<file path="src/rtl/keyscan_pkg.sv">
package keyscan_pkg;

   // How the slice index returns to zero
   typedef enum logic {
      KS_WRAP_NATURAL = 1'b0,   // group count fills the index width exactly
      KS_WRAP_COMPARE = 1'b1    // explicit compare against the last group
   } ks_wrap_e;

   function automatic ks_wrap_e ks_pick_wrap(input int unsigned groups,
                                             input int unsigned cnt_w);
      return (groups == (32'd1 << cnt_w)) ? KS_WRAP_NATURAL : KS_WRAP_COMPARE;
   endfunction

endpackage

</file>
<file path="src/rtl/ks_edge_detect.sv">
module ks_edge_detect (
   input  logic clk_i,
   input  logic rst_ni,
   input  logic lvl_i,
   output logic rise_o
);
   logic lvl_q;

   always_ff @(posedge clk_i or negedge rst_ni) begin
      if (!rst_ni) lvl_q <= 1'b0;
      else         lvl_q <= lvl_i;
   end

   assign rise_o = lvl_i & ~lvl_q;
endmodule

</file>
<file path="src/rtl/ks_slice_counter.sv">
module ks_slice_counter
   import keyscan_pkg::*;
#(
   parameter int unsigned GROUPS = 5,
   parameter int unsigned CNT_W  = 3
) (
   input  logic             clk_i,
   input  logic             rst_ni,
   input  logic             step_i,
   output logic [CNT_W-1:0] cnt_o,
   output logic             at_zero_o
);
   localparam ks_wrap_e         WRAP = ks_pick_wrap(GROUPS, CNT_W);
   localparam logic [CNT_W-1:0] LAST = CNT_W'(GROUPS - 1);

   logic [CNT_W-1:0] cnt_q, cnt_nxt;

   generate
      if (WRAP == KS_WRAP_NATURAL) begin : g_natural
         assign cnt_nxt = cnt_q + 1'b1;
      end else begin : g_compare
         // any value at or past the last group goes back to zero
         assign cnt_nxt = (cnt_q >= LAST) ? '0 : cnt_q + 1'b1;
      end
   endgenerate

   always_ff @(posedge clk_i or negedge rst_ni) begin
      if (!rst_ni)     cnt_q <= '0;
      else if (step_i) cnt_q <= cnt_nxt;
   end

   assign cnt_o     = cnt_q;
   assign at_zero_o = (cnt_q == '0);
endmodule

</file>
<file path="src/rtl/ks_snapshot.sv">
module ks_snapshot #(
   parameter int unsigned WIDTH = 25
) (
   input  logic             clk_i,
   input  logic             rst_ni,
   input  logic             load_i,
   input  logic [WIDTH-1:0] d_i,
   output logic [WIDTH-1:0] q_o
);
   logic [WIDTH-1:0] q;

   always_ff @(posedge clk_i or negedge rst_ni) begin
      if (!rst_ni)     q <= '0;
      else if (load_i) q <= d_i;
   end

   assign q_o = q;
endmodule

</file>
<file path="src/rtl/ks_slice_mux.sv">
module ks_slice_mux #(
   parameter int unsigned GROUPS     = 5,
   parameter int unsigned GROUP_BITS = 5,
   parameter int unsigned CNT_W      = 3
) (
   input  logic [CNT_W-1:0]             sel_i,
   input  logic [GROUPS*GROUP_BITS-1:0] snap_i,
   output logic [GROUP_BITS-1:0]        data_o
);
   logic [GROUP_BITS-1:0] slice [GROUPS];
   logic [GROUPS-1:0]     hit;

   for (genvar g = 0; g < GROUPS; g++) begin : g_slice
      assign slice[g] = snap_i[g*GROUP_BITS +: GROUP_BITS];
      assign hit[g]   = (sel_i == CNT_W'(g));
   end

   // an index outside the group range selects nothing
   always_comb begin
      data_o = '0;
      for (int g = 0; g < GROUPS; g++) begin
         if (hit[g]) data_o = slice[g];
      end
   end
endmodule

</file>
<file path="src/rtl/keyscan_readout.sv">
module keyscan_readout #(
   parameter int unsigned GROUPS     = 5,
   parameter int unsigned GROUP_BITS = 5,
   parameter int unsigned CNT_W      = 3,
   localparam int unsigned SW_W      = GROUPS * GROUP_BITS,
   localparam int unsigned REG_W     = CNT_W + GROUP_BITS
) (
   input  logic             clk_i,
   input  logic             rst_ni,
   input  logic             rd_strb_i,
   input  logic [SW_W-1:0]  sw_i,
   output logic [REG_W-1:0] reg_o
);
   // elaboration-time parameter checks
   if (GROUPS < 2) begin : g_chk_groups
      $error("keyscan_readout: GROUPS must be at least 2");
   end
   if (GROUP_BITS < 1) begin : g_chk_bits
      $error("keyscan_readout: GROUP_BITS must be at least 1");
   end
   if ((32'd1 << CNT_W) < GROUPS) begin : g_chk_cnt
      $error("keyscan_readout: CNT_W too narrow for GROUPS");
   end

   logic                  rd_rise;
   logic                  idx_zero;
   logic [CNT_W-1:0]      idx;
   logic [SW_W-1:0]       snap;
   logic [GROUP_BITS-1:0] slice;

   ks_edge_detect u_edge (
      .clk_i  (clk_i),
      .rst_ni (rst_ni),
      .lvl_i  (rd_strb_i),
      .rise_o (rd_rise)
   );

   ks_slice_counter #(.GROUPS(GROUPS), .CNT_W(CNT_W)) u_idx (
      .clk_i     (clk_i),
      .rst_ni    (rst_ni),
      .step_i    (rd_rise),
      .cnt_o     (idx),
      .at_zero_o (idx_zero)
   );

   ks_snapshot #(.WIDTH(SW_W)) u_snap (
      .clk_i  (clk_i),
      .rst_ni (rst_ni),
      .load_i (idx_zero & ~rd_strb_i),
      .d_i    (sw_i),
      .q_o    (snap)
   );

   ks_slice_mux #(.GROUPS(GROUPS), .GROUP_BITS(GROUP_BITS), .CNT_W(CNT_W)) u_mux (
      .sel_i  (idx),
      .snap_i (snap),
      .data_o (slice)
   );

   assign reg_o = {idx, slice};
endmodule

</file>
<file path="config.mk">
export PLATFORM = sky130hd
export DESIGN_NAME = keyscan_readout
export DESIGN_NICKNAME = d
export VERILOG_FILES = /design/src/rtl/keyscan_pkg.sv /design/src/rtl/ks_edge_detect.sv /design/src/rtl/ks_slice_counter.sv /design/src/rtl/ks_snapshot.sv /design/src/rtl/ks_slice_mux.sv /design/src/rtl/keyscan_readout.sv
export SDC_FILE = /design/constraint.sdc
export NUM_CORES = 1
export LEC_CHECK = 0
export CAP_MARGIN = 0
export CORE_UTILIZATION = 47
export DETAILED_ROUTE_END_ITERATION = 16
export PLACE_DENSITY_LB_ADDON = 0.2
export SYNTH_ARGS = -nofsm -noshare
export SYNTH_HDL_FRONTEND = slang
export SYNTH_SLANG_ARGS = --single-unit
</file>
<file path="constraint.sdc">
create_clock -name clk_i -period 2.5 [get_ports clk_i]
set_input_delay 0.5 -clock clk_i [delete_from_list [all_inputs] [get_ports clk_i]]
set_output_delay 0.5 -clock clk_i [all_outputs]
set_load 0.1 [all_outputs]
</file>
# --- Word-level counts from Yosys, hierarchy flattened ---
# Index checks and enable logic that the tools add are counted.
word_totals:
  regBits: 29
  in_bits: 28
  out_inout_bits: 8
  elab_cells: 20
classes:
  addsub: 1
  order_cmp: 1
  n_eq_ne: 4
  mux: 6
  n_bitwise: 4
  reduce_logical: 1
ops:
  columns: ["op", "n"]
  rows:
  - ["2-to-1 mux 5 bit", 5]
  - ["== test 3 x 2 -> 1 bit, second input constant", 2]
  - ["adder 3 x 1 -> 3 bit, second input constant", 1]
  - ["== test 3 x 1 -> 1 bit, second input constant", 1]
  - ["== test 3 bit, second input constant", 1]
  - ["greater-or-equal comparator 3 bit, second input constant", 1]
  - ["logical NOT 3 bit", 1]
  - ["2-to-1 mux 3 bit", 1]
  - ["AND 1 bit", 2]
  - ["NOT 1 bit", 2]

# --- Depth between registers and ports, before layout ---
# Gate-level depths: netlist of the first run.
logic_depth:
  ltp_word: 6
  ltp_mapped: 6

# --- By module ---
# From an unflattened synthesis of the first run, not the netlist that was laid out.
unflattened:
  hier_cells: 100
  hier_area_um2: 1488.9
by_module_without_submodules:
  columns: ["mod", "n_inst", "cells_per_inst", "area_per_inst_um2", "seq_area_each_um2"]
  rows:
  - ["ks_snapshot", 1, 53, 1033.5, 625.6]
  - ["ks_slice_mux", 1, 30, 249.0, 0.0]
  - ["ks_slice_counter", 1, 14, 153.9, 75.1]
  - ["ks_edge_detect", 1, 2, 38.8, 25.0]
  - ["keyscan_readout", 1, 1, 13.8, 0.0]

# --- Least setup slack after synthesis of the first run ---
# Ideal clock, no wire load.
synth_timing:
  path_kind: "register to output"
  start: "register u_idx.cnt_q[0], in the netlist u_idx.cnt_o[0]"
  end: "output reg_o[0]"
  arrival_time_ns: 3.355
  required_ns: 2.000
  slack_ns: -1.355
  stages_incl_launch_ff: 6
  path_buffers: 1
  cell_sequence: "dfrtp_1 -> inv_1 -> ha_1 -> and2_1 -> clkbuf_1 -> o221ai_1"
synth_between:
  elab_chain_cells: 6
  elab_cells_between_ends: 10
synth_rtl:
  columns: ["item", "line_no", "rtl"]
  rows:
  - ["start: declaration", "ks_slice_counter.sv:16", "logic [CNT_W-1:0] cnt_q, cnt_nxt;"]
  - ["start signal: assignment", "ks_slice_counter.sv:29", "else if (step_i) cnt_q <= cnt_nxt;"]
  - ["logical NOT 3 bit", "ks_slice_mux.sv:15", "assign hit[g] = (sel_i == CNT_W'(g));"]
  - ["2-to-1 mux 5 bit (4 in series)", "ks_slice_mux.sv:22", "if (hit[g]) data_o = slice[g];"]
  - ["2-to-1 mux 5 bit (*)", "ks_slice_mux.sv:22", null]
  - ["end: declaration", "keyscan_readout.sv:12", "output logic [REG_W-1:0] reg_o"]
# Every way passes the cells marked *; elsewhere a longest branch is shown, timed or not.

# --- Final worst setup path of the first run ---
layout_timing:
  start: "register u_idx.cnt_q[0], in the netlist u_idx.cnt_o[0]"
  end: "output reg_o[3]"
# The elaborated chain is that of the path after synthesis.

==> results.yml, run 1 <==
status:
  status: "finished, violations left"
  violations: "setup timing"
critical_path:
  start_kind: "flop"
  crit_type: "flop to output port"
  cp.required_ps: 2000
  critPathArrivalTime_ps: 2000
  crit_fanout: 6
  worst_setup_path_end_kind: "output port"
floorplan:
  fp.dieH_um: 56.1
  dieArea_um2: 3150
  start_util_pct: 49.9
  die_w_um: 56.1
  ios: 36
  placementRows: 19
  fp.coreArea_um2: 2760
place:
  place_area_um2: 1930
  port_buffers: 35
  dp_hpwl_um: 2280
  dp.cells: 177
  place_congestion: 0.854
synth:
  yosysUniqueCellTypes: 18
  yosys_warnings: 0
  syn_area_um2: 1380
  postSynthNetCount: 142
  synth-seq-cells: 29
  syn_area_per_cell_um2: 12.6
  netlist.area_leader.share_pct: 52.7
  yosys.area.top_type: "dfrtp_1"
  synth_cells: 109
  ys_seq_area_share_pct: 52.7
  synth.area.top_cells: "dfrtp_1 53%, mux2_2 21%, ha_1 4.5%"
sta:
  setup_tns_ps: -2.07
  setup_violations: 1
  hold_ws_ps: 507
  finalHoldViolCount: 0
  fin_crit_sh_pct: 100
  rsz0062_at_grt: "yes"
  final_max_slew_viol_count: 0
  max_slew_margin_pct: 75.0
  max_freq_mhz: 400
  fin_skew_ps: 9.50
  tightest_slew_ps: 375
  fin_ws_ps: -2.07
  fin_crit_ps: 2500
route:
  avgRoutedWirePerCell_um: 17.6
  drt.antenna.violating_nets: 0
  vias: 1062
  via_per_inst: 5.62
  wl_um: 3320
  detailedRoute.firstPassIterationCount: 4
  drc: 0
  initialDrtViolationCount: 22
clocking:
  cts_buffer_depth: 2
  cts-root-buf: "clkbuf_4"
  clock_sinks: 29
  htree_levels: 2
  numCtsBuffers: 5
  worstSkewPairLatency_ps: 330
  clk_pin_slew_ps: 90
  cts_tree: "done"
global_route:
  grt_pass1_vias: 1146
  grt_pass1_wl_um: 5210
  grt_max_degree: 30
  antenna_found_initial: 0
  grt-ovfl-total: 0
  gr-usage-all-layers_pct: 22.1
layout:
  final_layout_size_suffix_gt1_share_pct: 48.1
  stdcell_count: 189
  final_nets: 190
  layout_commonest_cell: "clkdlybuf4s50_1"
  diodes: 0
  design_area_um2: 2150
  area_growth_pct: 55.9
  final_cell_mix: "27 x clkdlybuf4s50_1, 26 x mux2_2, 26 x dfrtp_1, 12 x nand2_1, 11 x buf_4"
worst_hold_path:
  hp-class: "flop to flop"
job:
  cap_violations: 0
## per-layer routing
layer  GRT usage, %  share of wire [%]  vias to the layer above
met5              0                  0                        -
met4           7.67                2.6                        0
met3           9.07                5.5                        8
met2           34.5                 50                       31
met1           27.8                 42                      534
li1               -                  -                      489
## per-stage QoR
stage / util, % / setup slack, ps
after floorplan: - / 20.0
after global placement: 70.0 / 197
after detailed placement: 70.0 / 152
after CTS: 74.3 / -13.1
after global routing: 77.8 / -91.6
final: 77.8 / -2.07
## cells in the mapped netlist, drive strengths merged
cell / instances
dfrtp: 29
mux2: 26
nand2: 12
o21ai: 6
a221oi: 5
ha: 5
nor2b: 5
o221ai: 5
inv: 4
clkbuf: 3
buf: 2
nor2: 2
a21o: 1
and2: 1
nand2b: 1
nor3: 1
nor3b: 1
## path summary, 6_finish.rpt
check                                    start             end  slack, ps  depth (start not counted)
worst max-delay path            u_idx.cnt_o[0]        reg_o[3]         -2                          7
worst min-delay path             u_snap.q_o[0]   u_snap.q_o[0]        510                          1
worst max register to register  u_idx.cnt_o[0]   u_snap.q_o[8]        620                          5
worst min register to register   u_snap.q_o[0]   u_snap.q_o[0]        510                          1
max in group asynchronous               rst_ni  u_idx.cnt_o[0]       1660                          2
min in group asynchronous               rst_ni   u_snap.q_o[4]        540                          2
## flip-flops by register name, indices dropped and copies added, names as in the netlist
register / flops
u_idx.cnt_o: 3
u_edge.lvl_q: 1
u_snap.q_o: 25
## critical path: stages, from the launching register on
cell and delay [ps]:
dfrtp_4 510, buf_6 130, ha_4 170, buf_6 140, a221oi_2 260, buf_4 160, o221ai_4 120, buf_12 180
## cells by family (layout without fill, tap and decap cells)
kind of cell | after synthesis | after routing | share of synthesized area (%)
buf+inv | 9 | 58 | 3.64
mux | 26 | 26 | 21.3
simple gates | 23 | 23 | 8.73
compound gates | 17 | 17 | 9.09
flops | 29 | 29 | 52.7
fa+ha+maj | 5 | 5 | 4.55
## area by class of cell
cell class	instances	area, µm²
Tap cell	31	38.8
Clock buffer	8	58.8
Multi-Input combinational cell	71	810
Fill cell	181	612
Timing Repair Buffer	46	487
Inverter	4	15.0
Sequential cell	29	737
## repair_timing
item	CTS	global route
pin swaps	1	7
hold buffers	0	0
gates resized for setup	9	17
setup endpoints to repair	5	5
setup buffers	2	2
Power of run 1 is not shown: default switching activity piles up to over one toggle a cycle in this logic, so the estimate is an artifact.
==> run 2, diff against run 1 <==
CORE_UTILIZATION = 41   (was 47)
CTS_BUF_LIST = sky130_fd_sc_hd__clkbuf_16   (was not set)
==> run 2 against run 1 <==
Effect of this change: the run now ends clean; die area rose by 14%; critical endpoint is now reg_o[1]; clock-buffer cell count shrank 3; fmax rose by 2.1%; first-iteration DRC count up 41%; sequential share of layout area grew 0.36 points; global-route usage shrank 2.7 points.
==> results.yml, run 2 (synthesis results as in run 1) <==
floorplan:
  die_w_um: 59.9
  start_util_pct: 44.0
  dieArea_um2: 3590
  placementRows: 20
  fp.dieH_um: 59.9
  ios: 36
  fp.coreArea_um2: 3130
job:
  cap_violations: 0
clocking:
  clk_pin_slew_ps: 50
  worstSkewPairLatency_ps: 280
  numCtsBuffers: 5
  cts_buffer_depth: 2
  cts-root-buf: "clkbuf_16"
  cts_setup_buffers: 0
  cts_tree: "done"
  htree_levels: 2
  clock_sinks: 29
critical_path:
  crit_path_max_incr_delay_ps: 510
  cp.required_ps: 2000
  cp_top_family: "flip-flops"
  worst_setup_path_end_kind: "output port"
  crit_path_cell_trace: "ha_1 -> ha_2 -> nor2_4 -> o21ai_1 -> o221ai_4 -> buf_12"
  crit_slowest_cell: "dfrtp_4"
  crit_fanout: 6
  crit_buf_inv: 1
  critPathArrivalTime_ps: 1950
  crit_type: "flop to output port"
  start_kind: "flop"
sta:
  max_freq_mhz: 408
  fin_crit_sh_pct: 98.0
  fin_crit_ps: 2450
  setup_violations: 0
  finalHoldViolCount: 0
  final_max_slew_viol_count: 0
  fin_skew_ps: 8.15
  tightest_slew_ps: 361
  rsz0062_at_grt: "yes"
  max_slew_margin_pct: 76.0
place:
  port_buffers: 35
  place_congestion: 0.818
  dp.cells: 188
  dp_hpwl_um: 2180
global_route:
  grt_pass1_vias: 1001
  grt_util_met1_pct: 23.3
  met2_usage_pct: 29.5
  use_met3_pct: 8.01
  grt_pass1_wl_um: 4650
  grt-ovfl-total: 0
  antenna_found_initial: 0
  grt.busiest_layer: "met2"
  gr-usage-all-layers_pct: 19.4
  grt_max_degree: 30
route:
  drt.antenna.violating_nets: 0
  avgRoutedWirePerCell_um: 14.9
  drc: 0
  via_per_inst: 4.96
  wl_um: 2930
  initialDrtViolationCount: 31
  detailedRoute.firstPassIterationCount: 4
  vias: 972
layout:
  diodes: 0
  final_cell_mix: "27 x clkdlybuf4s50_1, 26 x mux2_2, 26 x dfrtp_1, 12 x nand2_1, 8 x buf_4"
  area_growth_pct: 54.3
  final_layout_size_suffix_gt1_share_pct: 42.1
  largest_reg_flops: 25
  stdcell_count: 196
  n_fill_cell: 254
  layout_commonest_cell: "clkdlybuf4s50_1"
  final_nets: 184
worst_hold_path:
  hp-class: "flop to flop"
status:
  status: "complete, no violations"
## run 2: final timing paths
kind / slack, ps / start / depth (start not counted) / to
setup / recovery: 50 / u_idx.cnt_o[0] / 6 / reg_o[1]
max in group asynchronous: 1600 / rst_ni / 2 / u_idx.cnt_o[2]
min in group asynchronous: 600 / rst_ni / 2 / u_snap.q_o[5]
hold / removal: 500 / u_snap.q_o[16] / 1 / u_snap.q_o[16]
setup reg to reg: 630 / u_idx.cnt_o[1] / 5 / u_snap.q_o[2]
hold reg to reg: 500 / u_snap.q_o[16] / 1 / u_snap.q_o[16]
## run 2: metrics by stage
step / setup TNS (ps) / setup slack, ps / hold WS, ps / utilization (%) / instance area (µm²)
finish: 0 / 49.8 / 504 / 67.9 / 2120
global route: -161 / -44.4 / 509 / 67.9 / 2120
CTS: -78.8 / -33.4 / 506 / 66.4 / 2080
detailed placement: 0 / 147 / 501 / 61.7 / 1930
global placement: 0 / 185 / 498 / 61.7 / 1930
floorplan: 0 / 20.0 / 204 / - / 1490
## run 2: area by class of cell
type / count / area, µm² / area share, %
well taps: 44 / 55.1 / 2.59
clock buffers: 5 / 125 / 5.89
inverters: 4 / 15.0 / 0.707
multi-input cells: 71 / 749 / 35.3
clock inverters: 3 / 11.3 / 0.530
flip-flops and latches: 29 / 737 / 34.7
repair buffers: 40 / 430 / 20.3
## run 2: what timing repair did
| action | 4_1_cts | 5_1_grt |
|---|---|---|
| hold buffers | 0 | 0 |
| endpoints found under the hold margin | 0 | 0 |
| pin swaps | 0 | 1 |
| gates resized for setup | 3 | 9 |
| endpoints found under the setup margin | 5 | 5 |
## run 2: metal layers
metal | share of wire [%] | up-vias
met3 | 5.3 | 4
met4 | 2.1 | 0
li1 | - | 473
met1 | 44 | 473
met2 | 49 | 22
met5 | 0 | -
Power of run 2 is left out for the same reason.
